===== src/rtl/vpf_pkg.sv =====
package vpf_pkg;

   typedef enum logic [1:0] {
      ST_IDLE = 2'd0,
      ST_SAV  = 2'd1,
      ST_DATA = 2'd2,
      ST_EAV  = 2'd3
   } vpf_state_e;

   // Code flag byte: 1,F,V,H then protection bits
   function automatic logic [7:0] vpf_xy(input logic f, input logic v, input logic h);
      return {1'b1, f, v, h, v ^ h, f ^ h, f ^ v, f ^ v ^ h};
   endfunction

endpackage


===== src/rtl/vpf_hold.sv =====
module vpf_hold #(
   parameter int DW_W = 32
) (
   input  logic            clk,
   input  logic            rst_n,
   input  logic            in_valid,
   input  logic [DW_W-1:0] in_dword,
   input  logic            in_eol,
   input  logic            in_fld,
   input  logic            in_vbi,
   input  logic            take_last,
   output logic            in_ready,
   output logic            have,
   output logic [DW_W-1:0] dw_q,
   output logic            eol_q,
   output logic            fld_q,
   output logic            vbi_q
);

   logic load;

   assign in_ready = !have || take_last;
   assign load     = in_valid && in_ready;

   always_ff @(posedge clk) begin
      if (!rst_n) begin
         have  <= 1'b0;
         dw_q  <= '0;
         eol_q <= 1'b0;
         fld_q <= 1'b0;
         vbi_q <= 1'b0;
      end else if (load) begin
         have  <= 1'b1;
         dw_q  <= in_dword;
         eol_q <= in_eol;
         fld_q <= in_fld;
         vbi_q <= in_vbi;
      end else if (take_last) begin
         have  <= 1'b0;
      end
   end

   AST_HOLD_STABLE: assert property (@(posedge clk) disable iff (!rst_n)
      (have && !take_last) |=> (have && $stable(dw_q)));

endmodule


===== src/rtl/vpf_unit_mux.sv =====
module vpf_unit_mux
   import vpf_pkg::*;
#(
   parameter int LANE_W = 8
) (
   input  logic                wide,
   input  logic                is_code,
   input  logic [1:0]          cidx,
   input  logic                cf,
   input  logic                cv,
   input  logic                ch,
   input  logic [4*LANE_W-1:0] dw,
   input  logic [1:0]          phase,
   output logic [2*LANE_W-1:0] unit
);

   localparam int NLANE = 4;

   logic [LANE_W-1:0] lane [NLANE];
   logic [LANE_W-1:0] code_b;
   logic [LANE_W-1:0] xy_full;

   for (genvar g = 0; g < NLANE; g++) begin : g_lane
      assign lane[g] = dw[g*LANE_W +: LANE_W];
   end

   // XY sits in the top 8 bits of a lane; lower bits are zero
   assign xy_full = LANE_W'(vpf_xy(cf, cv, ch)) << (LANE_W - 8);

   always_comb begin
      unique case (cidx)
         2'd0:    code_b = '1;
         2'd3:    code_b = xy_full;
         default: code_b = '0;
      endcase
   end

   always_comb begin
      if (is_code) begin
         unit = wide ? {code_b, code_b} : {{LANE_W{1'b0}}, code_b};
      end else if (wide) begin
         unit = phase[0] ? {lane[3], lane[2]} : {lane[1], lane[0]};
      end else begin
         unit = {{LANE_W{1'b0}}, lane[phase]};
      end
   end

endmodule


===== src/rtl/vidport_framer.sv =====
module vidport_framer
   import vpf_pkg::*;
#(
   parameter int LANE_W = 8,
   localparam int DW_W  = 4 * LANE_W,
   localparam int OUT_W = 2 * LANE_W
) (
   input  logic             clk,
   input  logic             rst_n,
   input  logic             cfg_wide,
   input  logic             cfg_gated,
   input  logic             out_en,
   input  logic             in_valid,
   output logic             in_ready,
   input  logic [DW_W-1:0]  in_dword,
   input  logic             in_eol,
   input  logic             in_field,
   input  logic             in_vbi,
   output logic [OUT_W-1:0] out_data,
   output logic             out_dv
);

   initial begin
      assert (LANE_W >= 8) else $error("LANE_W must be at least 8");
   end

   vpf_state_e state, state_n;
   logic [1:0] cidx, cidx_n, phase, phase_n;
   logic       line_f, line_v, tail, tail_n;
   logic       have, hold_eol, hold_fld, hold_vbi;
   logic [DW_W-1:0] hold_dw;
   logic       emit, is_code, code_h, take_last;
   logic       cf, cv;
   logic [1:0] unit_cidx, last_phase;
   logic [OUT_W-1:0] unit;

   vpf_hold #(.DW_W(DW_W)) u_hold (
      .clk       (clk),
      .rst_n     (rst_n),
      .in_valid  (in_valid),
      .in_dword  (in_dword),
      .in_eol    (in_eol),
      .in_fld    (in_field),
      .in_vbi    (in_vbi),
      .take_last (take_last),
      .in_ready  (in_ready),
      .have      (have),
      .dw_q      (hold_dw),
      .eol_q     (hold_eol),
      .fld_q     (hold_fld),
      .vbi_q     (hold_vbi)
   );

   assign last_phase = cfg_wide ? 2'd1 : 2'd3;
   assign cf = (state == ST_IDLE) ? hold_fld : line_f;
   assign cv = (state == ST_IDLE) ? hold_vbi : line_v;

   always_comb begin
      state_n   = state;
      cidx_n    = cidx;
      phase_n   = phase;
      tail_n    = tail;
      emit      = 1'b0;
      is_code   = 1'b0;
      code_h    = 1'b0;
      unit_cidx = cidx;
      take_last = 1'b0;
      unique case (state)
         ST_IDLE: begin
            if (have && out_en) begin
               emit      = 1'b1;
               is_code   = 1'b1;
               unit_cidx = 2'd0;
               cidx_n    = 2'd1;
               state_n   = ST_SAV;
            end
         end
         ST_SAV, ST_EAV: begin
            emit    = 1'b1;
            is_code = 1'b1;
            code_h  = (state == ST_EAV);
            cidx_n  = cidx + 2'd1;
            if (cidx == 2'd3) begin
               state_n = (state == ST_SAV) ? ST_DATA : ST_IDLE;
               phase_n = 2'd0;
               tail_n  = 1'b0;
            end
         end
         ST_DATA: begin
            if (out_en && tail) begin
               emit      = 1'b1;
               is_code   = 1'b1;
               code_h    = 1'b1;
               unit_cidx = 2'd0;
               cidx_n    = 2'd1;
               state_n   = ST_EAV;
            end else if (out_en && have) begin
               emit = 1'b1;
               if (phase == last_phase) begin
                  phase_n   = 2'd0;
                  take_last = 1'b1;
                  tail_n    = hold_eol;
               end else begin
                  phase_n = phase + 2'd1;
               end
            end
         end
         default: state_n = ST_IDLE;
      endcase
   end

   vpf_unit_mux #(.LANE_W(LANE_W)) u_mux (
      .wide    (cfg_wide),
      .is_code (is_code),
      .cidx    (unit_cidx),
      .cf      (cf),
      .cv      (cv),
      .ch      (code_h),
      .dw      (hold_dw),
      .phase   (phase),
      .unit    (unit)
   );

   always_ff @(posedge clk) begin
      if (!rst_n) begin
         state    <= ST_IDLE;
         cidx     <= 2'd0;
         phase    <= 2'd0;
         tail     <= 1'b0;
         line_f   <= 1'b0;
         line_v   <= 1'b0;
         out_dv   <= 1'b0;
         out_data <= '0;
      end else begin
         state <= state_n;
         cidx  <= cidx_n;
         phase <= phase_n;
         tail  <= tail_n;
         if (state == ST_IDLE && state_n == ST_SAV) begin
            line_f <= hold_fld;
            line_v <= hold_vbi;
         end
         out_dv <= emit;
         if (emit)            out_data <= unit;
         else if (!cfg_gated) out_data <= '0;
      end
   end

   AST_CODE_RUN: assert property (@(posedge clk) disable iff (!rst_n)
      (state == ST_SAV || state == ST_EAV) |=> out_dv);
   AST_FILL_ZERO: assert property (@(posedge clk) disable iff (!rst_n)
      !cfg_gated |=> (out_dv || out_data == '0));
   AST_GATED_HOLD: assert property (@(posedge clk) disable iff (!rst_n)
      cfg_gated |=> (out_dv || $stable(out_data)));
   AST_EMPTY_QUIET: assert property (@(posedge clk) disable iff (!rst_n)
      (state == ST_IDLE && !have) |=> !out_dv);
   AST_SLOT_GATE: assert property (@(posedge clk) disable iff (!rst_n)
      (state == ST_DATA && !out_en) |=> !out_dv);

endmodule


===== config.mk =====
export PLATFORM = sky130hd
export DESIGN_NAME = vidport_framer
export DESIGN_NICKNAME = d
export VERILOG_FILES = /design/src/rtl/vpf_pkg.sv /design/src/rtl/vpf_hold.sv /design/src/rtl/vpf_unit_mux.sv /design/src/rtl/vidport_framer.sv
export SDC_FILE = /design/constraint.sdc
export NUM_CORES = 1
export LEC_CHECK = 0
export ABC_CLOCK_PERIOD_IN_PS = 2500
export CAP_MARGIN = 20
export CORE_MARGIN = 3
export CORE_UTILIZATION = 52
export CTS_CLUSTER_DIAMETER = 150
export CTS_CLUSTER_SIZE = 20
export DETAILED_ROUTE_END_ITERATION = 6
export PLACE_DENSITY = 0.82
export SLEW_MARGIN = 5
export SYNTH_ARGS = -nofsm -noshare
export SYNTH_HDL_FRONTEND = slang
export SYNTH_SLANG_ARGS = --single-unit

===== constraint.sdc =====
create_clock -name clk -period 2.5 [get_ports clk]
set_input_delay 0.5 -clock clk [delete_from_list [all_inputs] [get_ports clk]]
set_output_delay 0.5 -clock clk [all_outputs]
set_load 0.005 [all_outputs]

### Yosys cells after proc, flatten, opt, wreduce, memory -nomap -nowiden

Cells that the tools add are included.

| operators by class | value |
|---|---|
| $lt $le $gt $ge | 1 |
| $add $sub $neg | 2 |
| mux-type cells | 46 |
| reductions and logical operators | 14 |
| equal/unequal tests | 14 |
| bitwise gates (word level) | 5 |

Operators with widths:

| cell | count |
|---|---|
| 2-to-1 mux 16 bit | 6 |
| 2-to-1 mux 2 bit | 13 |
| binary-select mux 8 bit (select 2 bit) | 1 |
| 2-to-1 mux 8 bit | 2 |
| case mux 8 bit (2 select lines) | 1 |
| 2-to-1 mux 1 bit | 15 |
| case mux 2 bit (3 select lines) | 2 |
| != test 2 bit, second input constant | 5 |
| equality test 2 bit, second input constant | 4 |
| case mux 2 bit (2 select lines) | 2 |
| case mux 1 bit (3 select lines) | 2 |
| AND reduction 5 bit | 1 |
| adder 2 x 1 -> 2 bit, second input constant | 2 |
| equality test 2 x 1 -> 1 bit, second input constant | 2 |
| logical AND 1 bit | 4 |
| logical NOT 2 bit | 2 |
| != test 2 x 1 -> 1 bit, second input constant | 2 |
| case mux 1 bit (2 select lines) | 2 |
| AND reduction 4 bit | 1 |
| nonzero test 2 bit | 2 |
| bitwise XOR 1 bit | 4 |
| >= comparator 3 bit, second input constant | 1 |
| NOT 2 -> 3 bit | 1 |
| equality test 2 bit | 1 |
| 4 further kinds | 4 |

| word-level totals | value |
|---|---|
| output and inout bits | 18 |
| logic and storage cells | 95 |
| register bits after elaboration | 62 |
| input port bits | 41 |

### Logic depth before layout (Yosys ltp)

| logic depth | value |
|---|---|
| word-level depth | 9 |
| depth in mapped cells | 8 |
| depth with buffers taken out | 8 |

### By module

A second synthesis with hierarchy kept.

| unflattened totals | value |
|---|---|
| cells, all modules | 381 |
| area total of the unflattened synthesis | 3,325.7 µm² |

By module, submodules not included:

| module | area each (µm²) | sequential area each (µm²) | cells an instance | times used |
|---|---|---|---|---|
| vpf_hold | 1,480.2 | 720.7 | 157 | 1 |
| vidport_framer | 1,149.9 | 520.5 | 132 | 1 |
| vpf_unit_mux | 695.7 | 0.0 | 92 | 1 |

### Worst setup path after synthesis

Ideal clock, no wire load.

| timing | value |
|---|---|
| path kind | input-to-reg |
| start point | in out_en |
| end point | reg out_data[8] |
| data arrival time | 2.120 ns |
| cell stages on the path | 8 |
| setup slack | 0.263 ns |
| data required time | 2.383 ns |
| setup time | 0.117 ns |
| cell sequence | clkbuf_1 > nand2_1 > o21a_1 > ha_1 > nand4b_1 > o2111ai_1 > and3_1 > a32o_1 |

| between the ends | value |
|---|---|
| word-level cells in the longest chain between the ends | 8 |

RTL lines:

| what | RTL line | RTL |
|---|---|---|
| start, declared | vidport_framer.sv:12 | `input logic out_en,` |
| logical AND 1 bit (on tied branches) | vidport_framer.sv:90, vidport_framer.sv:70, vidport_framer.sv:97 |  |
| 2-to-1 mux 2 bit (tied with other cells) | vidport_framer.sv:90 | `if (out_en && tail) begin` |
| case mux 2 bit (2 select lines) / case mux 1 bit (2 select lines) (equally long branches) | vidport_framer.sv:68 | `unique case (state)` |
| equality test 2 bit (tied with other cells) | vpf_unit_mux.sv:31 | `unique case (cidx)` |
| case mux 8 bit (2 select lines) | vpf_unit_mux.sv:31 |  |
| 2-to-1 mux 16 bit | vpf_unit_mux.sv:40 | `unit = wide ? {code_b, code_b} : {{LANE_W{1'b0}}, code_b};` |
| 2-to-1 mux 16 bit | vpf_unit_mux.sv:39 | `if (is_code) begin` |
| 2-to-1 mux 16 bit | vidport_framer.sv:144 | `if (emit) out_data <= unit;` |
| end signal, assigned | vidport_framer.sv:144 |  |
| end, declared | vidport_framer.sv:19 | `output logic [OUT_W-1:0] out_data,` |

Parallel ways exist; a longest one is shown, timed or not.
A chain may end at the register's enable or synchronous reset.

### Final worst setup path

| timing | value |
|---|---|
| start point | in out_en |
| end point | reg out_data[11] |

The elaborated chain is that of the path after synthesis.

==> results_dict.tcl <==
set metrics [dict create \
    die_height_um 84.4 \
    synth.avg_cell_area_sq_um 9.75 \
    totalPowerFinal_w 0.00232 \
    average_wire_per_cell_in_the_routed_design_um 16.1 \
    crit_path_cell_trace "clkdlybuf4s50_1, buf_4, nand2_1, o21a_1, ha_1, nand4b_1, o2111ai_1, and3_1, a32o_1" \
    critPathArrivalTime_ps 2570 \
    final_design_area_no_fill_sq_um 4140 \
    syn-num-nets 372 \
    synth.cell_area_sq_um 3200 \
    finalNetCount 440 \
    async_reset_ff_frac 0 \
    hp-start "out_data[4]" \
    cts_tree "built" \
    place_congestion 0.902 \
    grt_max_degree 37 \
    global_route.usage.total 0.220 \
    layout.cells.most_common "sky130_fd_sc_hd__dfxtp_1" \
    detailedRoute.firstIterationViolations 187 \
    clkSinkCount 62 \
    route.detailed.drc 0 \
    final-hold-violation-count 0 \
    design.die.area_sq_um 7120 \
    overflow 0 \
    clock_path_buffers 2 \
    setup_violations 0 \
    detail_route.vias_per_cell 5.60 \
    antenna_cells_inserted 0 \
    worstSetupStartpointType "input port" \
    initial_core_util 0.560 \
    power.ir.vdd_worst_mv 0.534 \
    netlist_instances 328 \
    setup.worst_path.end_class "register" \
    tritoncts.num_buffers 9 \
    cts.reportedPaths.clkPinSlew_ps 70 \
    layout_common_cells "sky130_fd_sc_hd__dfxtp_1 (61), sky130_fd_sc_hd__clkdlybuf4s50_1 (57), sky130_fd_sc_hd__mux2i_1 (56), sky130_fd_sc_hd__nor2b_1 (42), sky130_fd_sc_hd__nand2_1 (29)" \
    area.growth.synth_to_final_pct 29.4 \
    power.static_leakage_nw 1.67 \
    global_route_wire_length_before_repair_mm 12.5 \
    max_cap_viol_count 0 \
    fin_crit_sh 0.937 \
    grt_setup_unrepaired "false" \
    worstSetupStartpoint "out_en" \
    grt_pass1_vias 2513 \
    slew_of_the_pin_with_the_lowest_slew_margin_ps 422 \
    antenna_violating_nets_post_route 0 \
    number_of_antenna_violations_at_the_first_check_in_global_routing 0 \
    postPlaceCellArea_sq_um 3920 \
    clk_latency_ps 340 \
    fmaxAchievable_ghz 0.427 \
    core_area_sq_um 5710 \
    floorplan.io_pins 59 \
    regArea_sq_um 1240 \
    maximum_fanout_along_the_worst_path 5 \
    timing.clock.skew_ps 9.19 \
    number_of_synthesized_flops_with_an_enable_pin 0 \
    route.vias.total 2647 \
    status "finished clean" \
    n_fill_cell 428 \
    post-route-min-period_ps 2340 \
    report.final.slew_viol_count 0 \
    synth.distinct_cells 44 \
    crit_type "in2reg" \
    synth-seq-cells 62 \
    worst_r2r_start "tail" \
    core.rowCount 27 \
    detail_route.wirelength_mm 7.61 \
    port_buffers 58 \
    fin_util 0.725 \
    multi_input_gate_area_sq_um 1810 \
    hold_path_class "reg2reg" \
    detail_route.first_pass.iterations 4 \
    relSlewSlack 0.717 \
    ctsHtreeMaxLevel 3 \
    synth-seq-area-share 0.388 \
    timing.setup.tns_ps 0 \
    cts.root.buffer_cell "sky130_fd_sc_hd__clkbuf_8" \
    critPathSlowestCell "sky130_fd_sc_hd__clkdlybuf4s50_1" \
    slowest_delay_ps 500 \
    synth_warnings 0 \
    synth_top_flop_cell "sky130_fd_sc_hd__dfxtp_1" \
    critPathRequiredTime_ps 2730 \
    final_layout_size_suffix_gt1_frac 0.127 \
    die_w_um 84.4 \
    cellPowerDensity_nw_per_um2 562 \
    detailed_place_hpwl_mm 5.49 \
]
[per-layer routing]
metal  track usage  wire, um
met5             0         0
met1         0.289      3540
met4        0.0892       139
met2         0.337      3510
met3        0.0667       416
[worst paths after layout]
kind / endpoint / cells past startpoint / slack (ps)
max: out_data[11] / 9 / 160
min: out_data[4] / 2 / 480
max reg2reg: out_data[11] / 9 / 210
min reg2reg: out_data[4] / 2 / 480
[critical path: cells and delay by family]
family          cells  cell delay (ps)
simple gates        3              500
buf+inv             2              620
fa+ha+maj           1              320
compound gates      3              620
[through the flow]
| step | cells | setup slack (ps) | hold slack, ps |
|---|---|---|---|
| finish | 473 | 158 | 476 |
| global placement | 456 | -130 | 457 |
| CTS | 473 | 166 | 473 |
| global route | 473 | 59.3 | 498 |
| detailed placement | 456 | -176 | 463 |
| floorplan | 328 | 263 | 457 |
[power breakdown]
group	total, W	switching, W	internal (W)
logic	0.000367	0.000160	0.000207
clock network	0.000881	0.000388	0.000494
registers	0.00108	0.0000378	0.00104
total	0.00232	0.000585	0.00174
[synthesized netlist by cell type (7+ instances only)]
library cell / number / area share
sky130_fd_sc_hd__inv_1: 8 / 0.0094
sky130_fd_sc_hd__o21ai_0: 11 / 0.017
sky130_fd_sc_hd__dfxtp_1: 62 / 0.39
sky130_fd_sc_hd__o211ai_1: 7 / 0.016
sky130_fd_sc_hd__clkbuf_1: 13 / 0.015
sky130_fd_sc_hd__mux2i_1: 56 / 0.18
sky130_fd_sc_hd__nand2_1: 29 / 0.034
sky130_fd_sc_hd__a21boi_0: 9 / 0.021
sky130_fd_sc_hd__a32o_1: 7 / 0.022
sky130_fd_sc_hd__nor2b_1: 42 / 0.082
[cell type report]
type	instances	area share
Sequential cell	62	0.300
Tap cell	72	0.0218
Timing Repair Buffer	80	0.183
Clock buffer	14	0.0466
Clock inverter	2	0.00302
Multi-Input combinational cell	235	0.438
Inverter	8	0.00726
[registers in the layout (all words and copies together), names as in the netlist]
name          cells
u_hold.have       1
phase             2
u_hold.eol_q      1
tail              1
line_v            1
u_hold.dw_q      32
u_hold.fld_q      1
cidx              2
state             2
out_data         16
u_hold.vbi_q      1
out_dv            1
line_f            1
[cell families (layout without fill, tap and decap cells)]
logic type	count (synthesis)	after routing	share of synthesized area
buffers and inverters	31	104	0.0458
adders and majority gates	3	3	0.0117
xor gates and xnor gates	5	5	0.0137
DFF	62	62	0.388
muxes	63	63	0.207
and+or+nand+nor	98	98	0.169
AOI/OAI and AO/OA	66	66	0.164
[repair_timing]
item / 4_1_cts / 5_1_grt
resized for setup: 3 / 0
setup endpoints to repair: 1 / 0
buffers inserted: 1 / 0
hold buffers: 0 / 0
(Power assumes the default switching activity.)
